===== src/rtl/chd_pkg.sv =====
package chd_pkg;

    localparam logic [7:0] BLANK_CODE = 8'h20;
    localparam int         FIELD_W    = 7;

    typedef enum logic [2:0] {
        OP_NOP,
        OP_SET_DISP,
        OP_SET_PAT,
        OP_CLEAR,
        OP_SHIFT
    } op_e;

    typedef struct packed {
        op_e                op;
        logic               right;
        logic [FIELD_W-1:0] addr;
    } instr_t;

    function automatic instr_t decode_instr(input logic [7:0] code);
        instr_t d;
        d.op    = OP_NOP;
        d.right = code[2];
        d.addr  = code[FIELD_W-1:0];
        if (code[7])                        d.op = OP_SET_DISP;
        else if (code[6])                   d.op = OP_SET_PAT;
        else if (code == 8'h01)             d.op = OP_CLEAR;
        else if (code[5:3] == 3'b010 && code[1:0] == 2'b00)
                                            d.op = OP_SHIFT;
        return d;
    endfunction

endpackage


===== src/rtl/chd_decode.sv =====
module chd_decode
    import chd_pkg::*;
(
    input  logic [7:0] code,
    output instr_t     instr
);
    always_comb instr = decode_instr(code);
endmodule


===== src/rtl/chd_ram.sv =====
module chd_ram #(
    parameter int AW = 7,
    parameter int DW = 8
) (
    input  logic          clk,
    input  logic          we,
    input  logic [AW-1:0] waddr,
    input  logic [DW-1:0] wdata,
    input  logic [AW-1:0] raddr,
    output logic [DW-1:0] rdata
);
    localparam int DEPTH = 1 << AW;

    logic [DW-1:0] mem [DEPTH];

    always_ff @(posedge clk) begin
        if (we) mem[waddr] <= wdata;
    end

    assign rdata = mem[raddr];
endmodule


===== src/rtl/chd_busy.sv =====
module chd_busy #(
    parameter int INS_CYCLES = 6,
    parameter int CLR_CYCLES = 132
) (
    input  logic clk,
    input  logic rst,
    input  logic load,
    input  logic long_op,
    output logic active
);
    localparam int CW = $clog2(CLR_CYCLES + 1);
    localparam logic [CW-1:0] SHORT_V = CW'(INS_CYCLES);
    localparam logic [CW-1:0] LONG_V  = CW'(CLR_CYCLES);

    logic [CW-1:0] cnt;

    always_ff @(posedge clk) begin
        if (rst)                cnt <= '0;
        else if (load)          cnt <= long_op ? LONG_V : SHORT_V;
        else if (cnt != '0)     cnt <= cnt - 1'b1;
    end

    assign active = (cnt != '0);
endmodule


===== src/rtl/chd_host_if.sv =====
module chd_host_if
    import chd_pkg::*;
#(
    parameter int DD_AW      = 7,
    parameter int CG_AW      = 6,
    parameter int INS_CYCLES = 6,
    parameter int CLR_CYCLES = 132
) (
    input  logic       clk,
    input  logic       rst,
    input  logic       acc_valid,
    input  logic       acc_rs,
    input  logic       acc_rnw,
    input  logic [7:0] acc_wdata,
    output logic [7:0] acc_rdata
);
    localparam int               DD_DEPTH = 1 << DD_AW;
    localparam logic [DD_AW-1:0] CG_MASK  = DD_AW'((1 << CG_AW) - 1);
    localparam logic [DD_AW-1:0] LAST_DD  = DD_AW'(DD_DEPTH - 1);

    logic [DD_AW-1:0] ac_q;
    logic             sel_cg;
    logic [7:0]       dr_q;
    logic             pf_pend;
    logic             fill_on;
    logic [DD_AW-1:0] fill_ptr;
    logic             cnt_busy;
    logic             busy;

    instr_t           instr;
    logic             instr_acc, dwr_acc, drd_acc, stat_rd, drd_any;
    logic [7:0]       dd_rbyte, cg_rbyte;
    logic             dd_we, cg_we;
    logic [DD_AW-1:0] dd_waddr;
    logic [7:0]       dd_wbyte;

    function automatic logic [DD_AW-1:0] step_ac(input logic [DD_AW-1:0] a,
                                                 input logic up,
                                                 input logic cg);
        logic [DD_AW-1:0] n;
        n = up ? a + 1'b1 : a - 1'b1;
        if (cg) n = n & CG_MASK;
        return n;
    endfunction

    assign busy      = cnt_busy | fill_on | pf_pend;
    assign instr_acc = acc_valid & ~acc_rs & ~acc_rnw & ~busy;
    assign dwr_acc   = acc_valid &  acc_rs & ~acc_rnw & ~busy;
    assign drd_any   = acc_valid &  acc_rs &  acc_rnw;
    assign drd_acc   = drd_any & ~busy;
    assign stat_rd   = acc_valid & ~acc_rs &  acc_rnw;

    chd_decode u_dec (.code(acc_wdata), .instr(instr));

    chd_busy #(.INS_CYCLES(INS_CYCLES), .CLR_CYCLES(CLR_CYCLES)) u_busy (
        .clk    (clk),
        .rst    (rst),
        .load   (instr_acc),
        .long_op(instr.op == OP_CLEAR),
        .active (cnt_busy)
    );

    assign dd_we    = fill_on | (dwr_acc & ~sel_cg);
    assign dd_waddr = fill_on ? fill_ptr : ac_q;
    assign dd_wbyte = fill_on ? BLANK_CODE : acc_wdata;
    assign cg_we    = dwr_acc & sel_cg;

    chd_ram #(.AW(DD_AW), .DW(8)) u_dd (
        .clk  (clk),
        .we   (dd_we),
        .waddr(dd_waddr),
        .wdata(dd_wbyte),
        .raddr(ac_q),
        .rdata(dd_rbyte)
    );

    chd_ram #(.AW(CG_AW), .DW(8)) u_cg (
        .clk  (clk),
        .we   (cg_we),
        .waddr(ac_q[CG_AW-1:0]),
        .wdata(acc_wdata),
        .raddr(ac_q[CG_AW-1:0]),
        .rdata(cg_rbyte)
    );

    // Address counter, memory select and prefetch request
    always_ff @(posedge clk) begin
        if (rst) begin
            ac_q     <= '0;
            sel_cg   <= 1'b0;
            pf_pend  <= 1'b1;
            fill_on  <= 1'b0;
            fill_ptr <= '0;
        end else begin
            if (pf_pend) pf_pend <= 1'b0;
            if (fill_on) begin
                fill_ptr <= fill_ptr + 1'b1;
                if (fill_ptr == LAST_DD) begin
                    fill_on <= 1'b0;
                    pf_pend <= 1'b1;
                end
            end
            if (instr_acc) begin
                unique case (instr.op)
                    OP_SET_DISP: begin
                        ac_q    <= instr.addr[DD_AW-1:0];
                        sel_cg  <= 1'b0;
                        pf_pend <= 1'b1;
                    end
                    OP_SET_PAT: begin
                        ac_q    <= instr.addr[DD_AW-1:0] & CG_MASK;
                        sel_cg  <= 1'b1;
                        pf_pend <= 1'b1;
                    end
                    OP_SHIFT: begin
                        ac_q    <= step_ac(ac_q, instr.right, sel_cg);
                        pf_pend <= 1'b1;
                    end
                    OP_CLEAR: begin
                        ac_q     <= '0;
                        sel_cg   <= 1'b0;
                        fill_on  <= 1'b1;
                        fill_ptr <= '0;
                    end
                    default: ;
                endcase
            end
            if (dwr_acc | drd_acc) begin
                ac_q    <= step_ac(ac_q, 1'b1, sel_cg);
                pf_pend <= 1'b1;
            end
        end
    end

    // Data register prefetch and read return
    always_ff @(posedge clk) begin
        if (rst) begin
            dr_q      <= '0;
            acc_rdata <= '0;
        end else begin
            if (pf_pend) dr_q <= sel_cg ? cg_rbyte : dd_rbyte;
            if (stat_rd)
                acc_rdata <= {busy, 7'(ac_q)};
            else if (drd_any)
                acc_rdata <= dr_q;
        end
    end
endmodule


===== config.mk =====
export PLATFORM = sky130hd
export DESIGN_NAME = chd_host_if
export DESIGN_NICKNAME = d
export VERILOG_FILES = /design/src/rtl/chd_pkg.sv /design/src/rtl/chd_decode.sv /design/src/rtl/chd_ram.sv /design/src/rtl/chd_busy.sv /design/src/rtl/chd_host_if.sv
export SDC_FILE = /design/constraint.sdc
export NUM_CORES = 2
export LEC_CHECK = 0
export ABC_CLOCK_PERIOD_IN_PS = 13720
export BUFFER_PORTS_ARGS = -buffer_cell sky130_fd_sc_hd__buf_2
export CAP_MARGIN = 20
export CORE_MARGIN = 4
export CORE_UTILIZATION = 35
export CTS_BUF_LIST = sky130_fd_sc_hd__clkbuf_4 sky130_fd_sc_hd__clkbuf_8
export CTS_CLUSTER_DIAMETER = 50
export DETAILED_ROUTE_END_ITERATION = 6
export PLACE_DENSITY = 0.58
export SETUP_SLACK_MARGIN = 0.2
export SYNTH_ARGS = -nofsm -noshare
export SYNTH_HDL_FRONTEND = slang
export SYNTH_SLANG_ARGS = --single-unit

===== constraint.sdc =====
create_clock -name clk -period 13.72 [get_ports clk]
set_clock_uncertainty 0.1 [all_clocks]
set_input_delay 0.686 -clock clk [delete_from_list [all_inputs] [get_ports clk]]
set_output_delay 0.686 -clock clk [all_outputs]
set_load 0.02 [all_outputs]

==> results.toml <==
[floorplanning]
dieArea_mm2 = 0.185
die_height_um = 430
core_region_area_mm2 = 0.176
io_pins = 21
fp-row-count = 154
start_util = 0.353
die_w_um = 430

[cts]
ctsLongestPathBuffers = 3
cts_buffers = 239
clk_pin_slew_worst_paths_ns = 0.06
root_buffer = "clkbuf_8"
cts_resized = 0
tritoncts = "done"
clk_latency_ns = 0.98
cts_max_level = 4
cts.sinks = 1584

[synthesis]
synthAdderAreaFrac = 0.00101
synth_edf_count = 1536
ys_top_cells_by_area = "edfxtp_1 74%, mux4_2 14%, nor2_1 1.6%"
synth_top_family_by_area = "multiplexers"
synthArstFlopShare = 0
synth_cell_type_count = 72
synth.largest_area_cell = "edfxtp_1"
synth_xor_area_frac = 0.00197
synth_common_cells = "1536 x edfxtp_1, 379 x mux4_2, 264 x nor2_1, 106 x nand2_1, 83 x mux2i_1"
synth_seq_cells = 1584
synth_mux_area_frac = 0.153
yosysMostFrequentCell = "edfxtp_1"
yosysWarnings = 0
syn_inst = 3107
synth-compound-area-share = 0.0305
synthSimpleGateAreaFrac = 0.0407
synth_ff_type = "edfxtp_1"
syn_avg_cell_area_um2 = 20.0
synthesis.area_mm2 = 0.0622
syn_nets = 3125
synth_sequential_area_ratio = 0.756
synth_top_cell_area_share = 0.741

[critical_path]
crit_type = "register to register"
cp_max_fo = 14
critPathMaxStageDelay_ns = 1.06
critPathCaptureType = "register"
worstPathArrival_ns = 5.72
cp_slowest_cell = "nand3_2"
start_kind = "register"
crit_required_ns = 14.16
path_cells = "inv_1 > ha_1 > nor4b_1 > and2_1 > nand4_1 > o31ai_2 > nand3_2 > nor2_1"

[sta]
rsz0062_at_grt = "false"
slew_headroom = 0.160
setup_tns_ns = 0
worstMarginPinSlew_ns = 1.25
min_period_over_period = 0.385
period_minus_slack_ns = 5.28
max_freq_mhz = 189
setup_viol = 0
finalHoldViolCount = 0
final-max-slew-violation-count = 0

[route]
drt_iter0_drc = 3629
antenna_left = 0
via_per_inst = 5.48
wl_per_cell_um = 28.0
drc = 0
num_vias = 31800
drt-total-wl_um = 162000
first_pass_iters = 7

[grt]
gr-usage-all-layers = 0.173
antenna_found_initial = 2
grt_pass1_wl_um = 234000
grt_max_degree = 104
grt-ovfl-total = 0
grt_pass1_vias = 31800

[finish]
final_core_util = 0.396
instances_no_fill = 5799
nNetsFinal = 3276
layout-drive-gt1-share = 0.254
area_growth_pct = 12.2

[placed_design]
dp.cells = 5355
numPortBuffers = 20
hpwl_um = 96200
gp_congestion = 0.822

[job]
maxCapViolations = 0

[pwr]
ir_worst_vdd_uv = 94.8
p_leak_nw = 21.0
p_per_area_mw_per_mm2 = 147

[worst_hold_path]
min_path_type = "primary input to register"

[status]
outcome = "completed"
[path summary, 6_finish.rpt]
check | startpoint | depth (start not counted) | to | slack [ns]
max | u_busy.cnt[0] | 8 | u_dd.mem[28][3] | 8.44
min | rst | 3 | acc_rdata[7] | 0.19
max reg2reg | u_busy.cnt[0] | 8 | u_dd.mem[28][3] | 8.44
min reg2reg | acc_rdata[7] | 2 | acc_rdata[7] | 0.39
[power breakdown]
part | internal [W] | switching, W | total, W
clock network | 0.00210 | 0.00187 | 0.00397
logic | 0.000344 | 0.000562 | 0.000906
registers | 0.00533 | 0.0000651 | 0.00539
[layer usage]
metal / share of wire / GRT usage
met1: 0.43 / 0.247
met2: 0.48 / 0.272
met3: 0.071 / 0.0343
met4: 0.026 / 0.0511
met5: 0 / 0
[placed cells by master, fill, tap and decap left out, drive strengths merged, types with 15 or more instances in the layout]
cell,instances
a21oi,27
clkbuf,301
inv,28
edfxtp,1536
o22ai,44
nor3,28
a211oi,20
mux2i,83
nor2,264
nand2b,15
o21ai,38
nand3,66
a22oi,52
dfxtp,48
nand2,106
mux4,379
clkinv,113
buf,84
nor2b,18
[flip-flops by register name, indices dropped and copies added, names as in the netlist, named ones only]
signal and cells:
ac_q 7, acc_rdata 8, dr_q 8, fill_on 1
fill_ptr 7, pf_pend 1, sel_cg 1, u_busy.cnt 8
u_cg.mem 512, u_dd.mem 1024
[cell type report]
cell class              count  area (um2)
repair buffers             85         616
diodes                      3        7.51
multi-input cells        1330       14300
inverters                  18        67.6
flip-flops and latches   1584       47100
clock inverters           138        1070
clock buffers             301        3810
fillers                 15900      107000
well taps                2340        2930
[what timing repair did]
action,4_1_cts,5_1_grt
endpoints found under the hold margin,1,0
hold buffers,1,0
setup buffers,0,0
[stage by stage]
stage	hold slack [ns]	area (um2)	total power (W)	setup slack [ns]
6_report	0.188	69900	0.0103	8.44
5_1_grt	0.160	69900	0.0106	8.12
4_1_cts	0.106	69900	0.0104	8.45
3_5_place_dp	0.389	65000	0.00640	8.48
3_3_place_gp	0.379	64900	0.00640	8.60
2_1_floorplan	0.342	62200	0.00606	8.69
[critical path, delay by kind of cell, from the launching register on]
| kind | cells | cell delay (ns) |
|---|---|---|
| flops | 1 | 0.31 |
| buf+inv | 1 | 0.12 |
| compound gates | 1 | 0.91 |
| simple gates | 5 | 3.23 |
| fa+ha+maj | 1 | 0.18 |
[kinds of logic (layout without fill, tap and decap cells)]
kind of cell,Yosys count,after routing
flip-flops,1584,1584
AND/OR/NAND/NOR,565,565
multiplexers,476,476
AO/OA/AOI/OAI,270,270
buffers and inverters,193,542
XOR/XNOR,14,14
adder cells (fa/ha/maj),5,5
other,0,3
Note: power is estimated with default switching activity, not from simulation.
